`config.mk`:
```
export PLATFORM = sky130hd
export DESIGN_NAME = gp_timer_chan
export DESIGN_NICKNAME = d
export VERILOG_FILES = /design/src/rtl/gp_timer_chan.sv
export SDC_FILE = /design/constraint.sdc
export NUM_CORES = 1
export LEC_CHECK = 0
export BUFFER_PORTS_ARGS = -buffer_cell sky130_fd_sc_hd__buf_2
export CAP_MARGIN = 0
export CORE_UTILIZATION = 35
export CTS_BUF_LIST = sky130_fd_sc_hd__clkbuf_16
export DETAILED_ROUTE_END_ITERATION = 6
export GPL_TIMING_DRIVEN = 0
export MAX_ROUTING_LAYER = met4
export PLACE_DENSITY = 0.56
export SKIP_CTS_REPAIR_TIMING = 1
export SLEW_MARGIN = 15
export SYNTH_ARGS = -nofsm -noshare
export SYNTH_HDL_FRONTEND = slang
export SYNTH_SLANG_ARGS = --single-unit
export TNS_END_PERCENT = 5
```
`constraint.sdc`:
```
create_clock -name clk -period 4.5 [get_ports clk]
set_clock_uncertainty 0.2 [all_clocks]
set_input_delay 0.45 -clock clk [delete_from_list [all_inputs] [get_ports clk]]
set_output_delay 0.45 -clock clk [all_outputs]
set_load 0.02 [all_outputs]
```
`src/rtl/gp_timer_chan.sv`:
```
module gp_timer_chan #(
  parameter int DW = 32
) (
  input  logic          clk,
  input  logic          rst_n,
  input  logic          wr_en,
  input  logic [2:0]    wr_addr,
  input  logic [DW-1:0] wr_data,
  input  logic [2:0]    rd_addr,
  output logic [DW-1:0] rd_data,
  input  logic          cap_in,
  input  logic          trig_in,
  output logic          trig_out,
  output logic          irq_timeout,
  output logic          irq_match,
  output logic          irq_capture,
  output logic          pwm_out
);
  localparam logic [DW-1:0] ONE = 1;

  logic          en, go, trig_q, pwm_q;
  logic [7:0]    mode;
  logic [DW-1:0] rld, mval, cnt, snap, capv;
  logic [2:0]    flg;
  logic          s1, s2, s3;

  wire [1:0] kind   = mode[1:0];
  wire       style  = mode[2];
  wire       alt    = mode[3];
  wire       upc    = mode[4];
  wire       mie    = mode[5];
  wire       wot    = mode[6];
  wire       snp    = mode[7];

  wire pwm_md = alt & ~style & (kind == 2'd1 || kind == 2'd2);
  wire tmr_md = ~pwm_md & (kind == 2'd1 || kind == 2'd2);
  wire cap_md = ~alt & (kind == 2'd3);
  wire run    = en & go;

  wire wr_ctrl = wr_en && wr_addr == 3'd0;
  wire start   = wr_ctrl & wr_data[0] & ~en;
  wire stop_wr = wr_ctrl & ~wr_data[0];

  wire term     = upc ? (cnt == rld) : (cnt == '0);
  wire tmo      = run & tmr_md & term;
  wire mhit     = run & tmr_md & mie & (cnt == mval);
  wire cap_rise = s2 & ~s3;
  wire [DW-1:0] dec = cnt - ONE;
  wire ec_hit   = run & cap_md & ~style & cap_rise & (dec == mval);
  wire et_hit   = run & cap_md & style & cap_rise;

  wire [2:0] clr = (wr_en && wr_addr == 3'd7) ? wr_data[2:0] : 3'b000;
  wire [2:0] set = {ec_hit | et_hit, mhit, tmo};

  always_ff @(posedge clk) begin
    if (!rst_n) begin
      s1 <= 1'b0; s2 <= 1'b0; s3 <= 1'b0;
    end else begin
      s1 <= cap_in; s2 <= s1; s3 <= s2;
    end
  end

  always_ff @(posedge clk) begin
    if (!rst_n) begin
      en <= 1'b0;
      go <= 1'b0;
    end else if (wr_ctrl) begin
      en <= wr_data[0];
      go <= wr_data[0] & (en ? go : ~wot);
    end else if (tmo && kind == 2'd1) begin
      en <= 1'b0;
      go <= 1'b0;
    end else if (en && !go && wot && trig_in) begin
      go <= 1'b1;
    end
  end

  always_ff @(posedge clk) begin
    if (!rst_n) begin
      mode <= '0;
      rld  <= '0;
      mval <= '0;
    end else if (wr_en) begin
      if (wr_addr == 3'd1 && !en) mode <= wr_data[7:0];
      if (wr_addr == 3'd2) rld  <= wr_data;
      if (wr_addr == 3'd3) mval <= wr_data;
    end
  end

  always_ff @(posedge clk) begin
    if (!rst_n) begin
      cnt <= '0;
    end else if (start) begin
      cnt <= (tmr_md && upc) ? '0 : rld;
    end else if (run) begin
      if (tmr_md) begin
        if (term) begin
          if (kind == 2'd2) cnt <= upc ? '0 : rld;
        end else begin
          cnt <= upc ? cnt + ONE : dec;
        end
      end else if (pwm_md || (cap_md && style)) begin
        cnt <= (cnt == '0) ? rld : dec;
      end else if (cap_md && cap_rise) begin
        cnt <= (dec == mval) ? rld : dec;
      end
    end
  end

  always_ff @(posedge clk) begin
    if (!rst_n) begin
      snap   <= '0;
      capv   <= '0;
      flg    <= '0;
      trig_q <= 1'b0;
    end else begin
      if (tmo && snp && kind == 2'd2) snap <= cnt;
      if (et_hit) capv <= cnt;
      flg    <= (flg & ~clr) | set;
      trig_q <= tmo;
    end
  end

  always_ff @(posedge clk) begin
    if (!rst_n) begin
      pwm_q <= 1'b0;
    end else if (start) begin
      pwm_q <= pwm_md;
    end else if (!en || stop_wr) begin
      pwm_q <= 1'b0;
    end else if (run && pwm_md) begin
      if (cnt == '0)        pwm_q <= 1'b1;
      else if (cnt == mval) pwm_q <= 1'b0;
    end
  end

  always_comb begin
    case (rd_addr)
      3'd0:    rd_data = {{(DW-1){1'b0}}, en};
      3'd1:    rd_data = {{(DW-8){1'b0}}, mode};
      3'd2:    rd_data = rld;
      3'd3:    rd_data = mval;
      3'd4:    rd_data = (snp && tmr_md && kind == 2'd2) ? snap : cnt;
      3'd5:    rd_data = capv;
      3'd6:    rd_data = {{(DW-3){1'b0}}, flg};
      default: rd_data = '0;
    endcase
  end

  assign trig_out    = trig_q;
  assign irq_timeout = flg[0];
  assign irq_match   = flg[1];
  assign irq_capture = flg[2];
  assign pwm_out     = pwm_q;

  p_mode_frozen_r2: assert property (@(posedge clk) disable iff (!rst_n)
    en |=> $stable(mode));
  p_oneshot_stop_r3: assert property (@(posedge clk) disable iff (!rst_n)
    (tmo && kind == 2'd1 && !wr_ctrl) |=> !en);
  p_trig_flag_r5: assert property (@(posedge clk) disable iff (!rst_n)
    trig_out |-> irq_timeout);
  p_wait_hold_r6: assert property (@(posedge clk) disable iff (!rst_n)
    (en && !go && !wr_ctrl) |=> $stable(cnt));
  p_pwm_needs_en_r11: assert property (@(posedge clk) disable iff (!rst_n)
    pwm_out |-> en);
  p_clear_r12: assert property (@(posedge clk) disable iff (!rst_n)
    (clr[0] && !tmo) |=> !irq_timeout);
endmodule

```
### After elaboration in Yosys (flattened, before gate mapping)

Index checks and enable logic that the tools add are counted.

| word-level totals | value |
|---|---|
| ROM bits | 0 |
| memory bits (writable) | 0 |
| memories kept | 0 |
| register bits after elaboration | 178 |
| latch bits | 0 |
| output and inout bits | 37 |
| logic and storage cells | 125 |

| cells by class | value |
|---|---|
| bitwise logic cells | 31 |
| magnitude comparators | 0 |
| shifts and indexed selects | 0 |
| reductions and logical operators | 34 |
| eq/ne operators | 17 |
| div/mod/pow operators | 0 |
| mux-type cells | 27 |
| $mul | 0 |
| add/sub/neg operators | 2 |

Operators by type and width:

| cell | number |
|---|---|
| 32-bit 2-to-1 mux | 13 |
| 32-bit one-hot mux with 7 select lines | 1 |
| 32-bit == test | 3 |
| 32-bit by 1-bit adder with 32-bit output, second input constant | 1 |
| 32-bit logical NOT | 1 |
| 32-bit by 1-bit subtractor with 32-bit output, second input constant | 1 |
| 1-bit AND | 20 |
| 1-bit logical AND | 15 |
| 3-bit by 2-bit == test with 1-bit output, second input constant | 4 |
| 3-bit == test, second input constant | 4 |
| 1-bit 2-to-1 mux | 12 |
| 2-bit AND reduction | 4 |
| 4-bit nonzero test | 2 |
| 1-bit NOT | 7 |
| 3-bit by 1-bit == test with 1-bit output, second input constant | 2 |
| 3-bit logical NOT | 2 |
| 3-bit nonzero test | 2 |
| 2-bit == test, second input constant | 2 |
| 4-bit by 3-bit != test with 1-bit output, second input constant | 1 |
| 2-bit nonzero test | 2 |
| 3-bit AND | 1 |
| 1-bit logical OR | 3 |
| 3-bit 2-to-1 mux | 1 |
| 3-bit NOT | 1 |
| 5 further kinds | 6 |

### Logic depth before layout (Yosys ltp)

| depth | value |
|---|---|
| word-level depth | 10 |
| mapped depth | 15 |
| depth with buffers taken out | 11 |

### Worst setup path before layout

OpenSTA, ideal clock, no wires.

| timing | value |
|---|---|
| path type | register to register |
| start point | register cnt[0] |
| end point | register cnt[27] |
| stages on the path, launching flop included | 15 |
| arrival | 3.746 ns |
| path slack | 0.426 ns |
| clock period less this slack | 4.074 ns |
| required time | 4.171 ns |
| path through | dfxtp_1 -> clkbuf_1 -> inv_1 -> ha_1 -> or4b_2 -> buf_2 -> nor4_4 -> mux2_2 -> or4_1 -> nor4b_2 -> nand4_4 -> and2_4 -> buf_2 -> o41ai_2 -> a211oi_2 |

| between the ends | value |
|---|---|
| word-level cells in the longest chain between the ends | 8 |

Ends and longest elaborated chain:

| what | RTL line | text |
|---|---|---|
| start, declared | 23 | `logic [DW-1:0] rld, mval, cnt, snap, capv;` |
| start signal, assigned | 94 | `cnt <= (tmr_md && upc) ? '0 : rld;` |
| start signal, assigned | 98 | `if (kind == 2'd2) cnt <= upc ? '0 : rld;` |
| start signal, assigned | 100 | `cnt <= upc ? cnt + ONE : dec;` |
| 32-bit by 1-bit subtractor with 32-bit output | 48 | `wire [DW-1:0] dec = cnt - ONE;` |
| 32-bit == test | 105 | `cnt <= (dec == mval) ? rld : dec;` |
| 32-bit 2-to-1 mux | 105 |  |
| 32-bit 2-to-1 mux | 104 | `end else if (cap_md && cap_rise) begin` |
| 32-bit 2-to-1 mux | 102 | `end else if (pwm_md \|\| (cap_md && style)) begin` |
| 32-bit 2-to-1 mux | 96 | `if (tmr_md) begin` |
| 32-bit 2-to-1 mux | 95 | `end else if (run) begin` |
| 32-bit 2-to-1 mux | 93 | `end else if (start) begin` |

Parallel ways exist; a longest one is shown, timed or not. The select of a mux whose other input is x is not followed.
A chain may end at the register's enable or synchronous reset.

### Final worst setup path

| timing | value |
|---|---|
| start point | register cnt[15] |
| end point | register cnt[31] |

Same word-level chain as after synthesis.

==> impl_metrics.csv <==
group,metric,value,unit
status,run_status,"complete, but fails checks",
status,failed_checks,"negative setup slack",
worst_setup_path,max_stage_delay,720,ps
synth,synthesis.area,12400,um2
die,rows,68,
grt,grt_first_pass_wirelength,90700,um
die,ios,80,
synth,ys_async_sr_fraction,0,%
synth,synth_ff_type,"dfxtp_1",
placed_design,place_inst,2239,
clocking,clk_pin_slew,90,ps
worst_setup_path,critPathLaunchType,"flip-flop",
clocking,cts.path.max_buffers,2,
sta,rsz0062_at_grt,"true",
clocking,numCtsBuffers,17,
detailed_routing,viasPerCell,6.22,
grt,overflow,0,
sta,period_share,101,%
final_layout,antennaDiodeCount,0,
final_layout,final_cells,2283,
sta,fmax,220,MHz
job,drv_cap,0,
sta,slew_viol_final,0,
detailed_routing,first_pass_iters,7,
min_path,hold_class,"input pin to flip-flop",
sta,fin_tns_setup,-55.5,ps
clocking,clock-sinks,178,
worst_setup_path,cp.required,4700,ps
sta,finalHoldViolCount,0,
final_layout,syn_to_final_growth,15.1,%
sta,relSlewSlack,13.8,%
worst_setup_path,r2r_cells,12,
worst_setup_path,path_common_cell,"clkbuf_1",
clocking,htreeDepth,4,
final_layout,drive_above_1_share,12.1,%
worst_setup_path,r2r_end,"cnt[31]$_SDFFE_PN0P_",
power,power.density,288,nW/um2
die,dieArea,36200,um2
sta,period_minus_slack,4540,ps
worst_setup_path,setup.worst_path.start,"cnt[15]$_SDFFE_PN0P_",
min_path,worstHoldStart,"cap_in",
min_path,worstHoldEndpoint,"s1$_SDFF_PN0_",
worst_setup_path,worstSetupPathType,"flip-flop to flip-flop",
synth,syn_inst,1705,
sta,tightest_slew,1290,ps
worst_setup_path,cp-end-kind,"flip-flop",
detailed_routing,vias,14209,
die,core_area,34700,um2
grt,grt_pass1_vias,13312,
sta,setup_ws,-35.6,ps
placed_design,place_hpwl,48200,um
power,vdd_drop_max,281,uV
min_path,hold_depth,2,
grt,grt_use_total,35.8,%
synth,yosysSeqAreaShare,28.7,%
detailed_routing,totalWireLength,63000,um
grt,antenna_found_initial,0,
clocking,cts_tree,"built",
power,cellLeakagePower,5.09,nW
detailed_routing,drtIter0Drc,1728,
die,die_y,190,um
detailed_routing,avgRoutedWirePerCell,27.6,um
clocking,clock_latency,480,ps
final_layout,nets,1863,
clocking,root_buffer,"clkbuf_16",
detailed_routing,drc,0,
sta,finalSetupViolCount,3,
synth,synth-seq-cells,178,
synth,synth_nets,1753,
final_layout,layout_commonest_cell,"nand2_1",
placed_design,portBuffers,79,
die,initial_core_util,35.7,%
worst_setup_path,arrival,4740,ps
worst_setup_path,r2r_start,"cnt[15]$_SDFFE_PN0P_",
detailed_routing,ant_nets,0,
worst_setup_path,cp_slowest_cell,"clkbuf_1",
worst_setup_path,path_cells,"clkbuf_1 -> or4_1 -> clkbuf_1 -> nor4_4 -> buf_4 -> nand4_2 -> nand2_2 -> a41oi_2 -> clkbuf_1 -> o221ai_1 -> a221o_1 -> a21oi_1",
placed_design,gp_congestion,1.05,
die,die_w,190,um
final_layout,mostFrequentLayoutCells,"nand2_1, a21oi_1, dfxtp_1",
worst_setup_path,rrSetupSlack,-40,ps
synth,synth.distinct_cells,86,
synth,syn_area_per_cell,7.27,um2
synth,yosysWarnings,0,
synth,synth-edff-count,0,
grt,grt_start_max_net_pins,18,
worst_setup_path,path_max_fanout,10,
[routing by layer]
layer / global-route usage (%) / up-vias / wire length, um
met1: 46.1 / 6889 / 26400
li1: - / 6293 / -
met4: 19.4 / 0 / 3520
met2: 52.9 / 836 / 27200
met3: 6.42 / 191 / 5850
met5: - / - / 0
[cell type report]
cell class / instances / area (um2)
multi-input combinational: 1342 / 8210
clock inverter: 15 / 196
timing repair buffer: 93 / 531
fill: 3759 / 20400
inverter: 20 / 75.1
buffer: 163 / 689
clock buffer: 17 / 425
sequential: 178 / 3570
tap: 455 / 569
[Yosys cell counts, drive strengths merged, types with 16 or more instances]
| cell type | count | area share, % |
|---|---|---|
| nor2 | 88 | 2.7 |
| buf | 30 | 1.2 |
| a21oi | 192 | 7.8 |
| o21ai | 64 | 2.6 |
| nor3 | 38 | 1.6 |
| nand2 | 374 | 11 |
| a31oi | 18 | 0.91 |
| clkbuf | 135 | 4.1 |
| mux2i | 78 | 6.3 |
| xor2 | 59 | 4.2 |
| nor4 | 36 | 2.4 |
| inv | 20 | 0.61 |
| nand4 | 31 | 1.8 |
| xnor2 | 68 | 4.8 |
| nand3 | 29 | 1.2 |
| o221ai | 39 | 2.8 |
| dfxtp | 178 | 29 |
| or3 | 17 | 0.86 |
| a22oi | 16 | 0.97 |
[per-stage QoR]
stage	power, W	util (%)	hold WS, ps	setup slack, ps	cell area, um2
floorplan	0.00214	-	212	426	12400
CTS	0.00406	40.3	9.42	-801	14000
global route	0.00421	41.1	34.6	-34.3	14300
finish	0.00412	41.1	18.2	-35.6	14300
detailed placement	0.00243	38.5	228	-768	13400
global placement	0.00243	38.5	230	-863	13400
[logic make-up after synthesis]
group | Yosys count | synth area share, %
xor+xnor | 127 | 8.97
simple gates | 682 | 26.0
flops | 178 | 28.7
buf+inv | 185 | 5.85
mux | 92 | 7.57
fa+ha+maj | 5 | 0.505
compound gates | 436 | 22.3
[worst max-delay path by stage]
stage                                end  slack (ps)
floorplan           cnt[27]$_SDFFE_PN0P_         430
global placement    cnt[11]$_SDFFE_PN0P_        -860
detailed placement  cnt[11]$_SDFFE_PN0P_        -770
global route        cnt[31]$_SDFFE_PN0P_         -30
CTS                 cnt[11]$_SDFFE_PN0P_        -800
finish              cnt[31]$_SDFFE_PN0P_         -40
[power by group]
group | leakage [nW] | internal [W] | switching, W
clock network | 0.309 | 0.000893 | 0.000769
registers | 1.44 | 0.00159 | 0.0000308
logic | 3.34 | 0.000268 | 0.000564
[critical path: cells and delay by family (launching register included)]
family	cells	cell delay [ps]
DFF	1	320
AOI/OAI and AO/OA	4	1390
buffers and inverters	4	1810
and+or+nand+nor	4	720
[state kept, by name (all words and copies together), names as in the netlist]
| register | count |
|---|---|
| cnt | 32 |
| rld | 32 |
| go | 1 |
| en | 1 |
| snap | 32 |
| trig_out | 1 |
| s2 | 1 |
| pwm_out | 1 |
| capv | 32 |
| flg | 3 |
| s1 | 1 |
| s3 | 1 |
| mval | 32 |
| mode | 8 |
No activity file was read; power rests on OpenSTA's default activity.
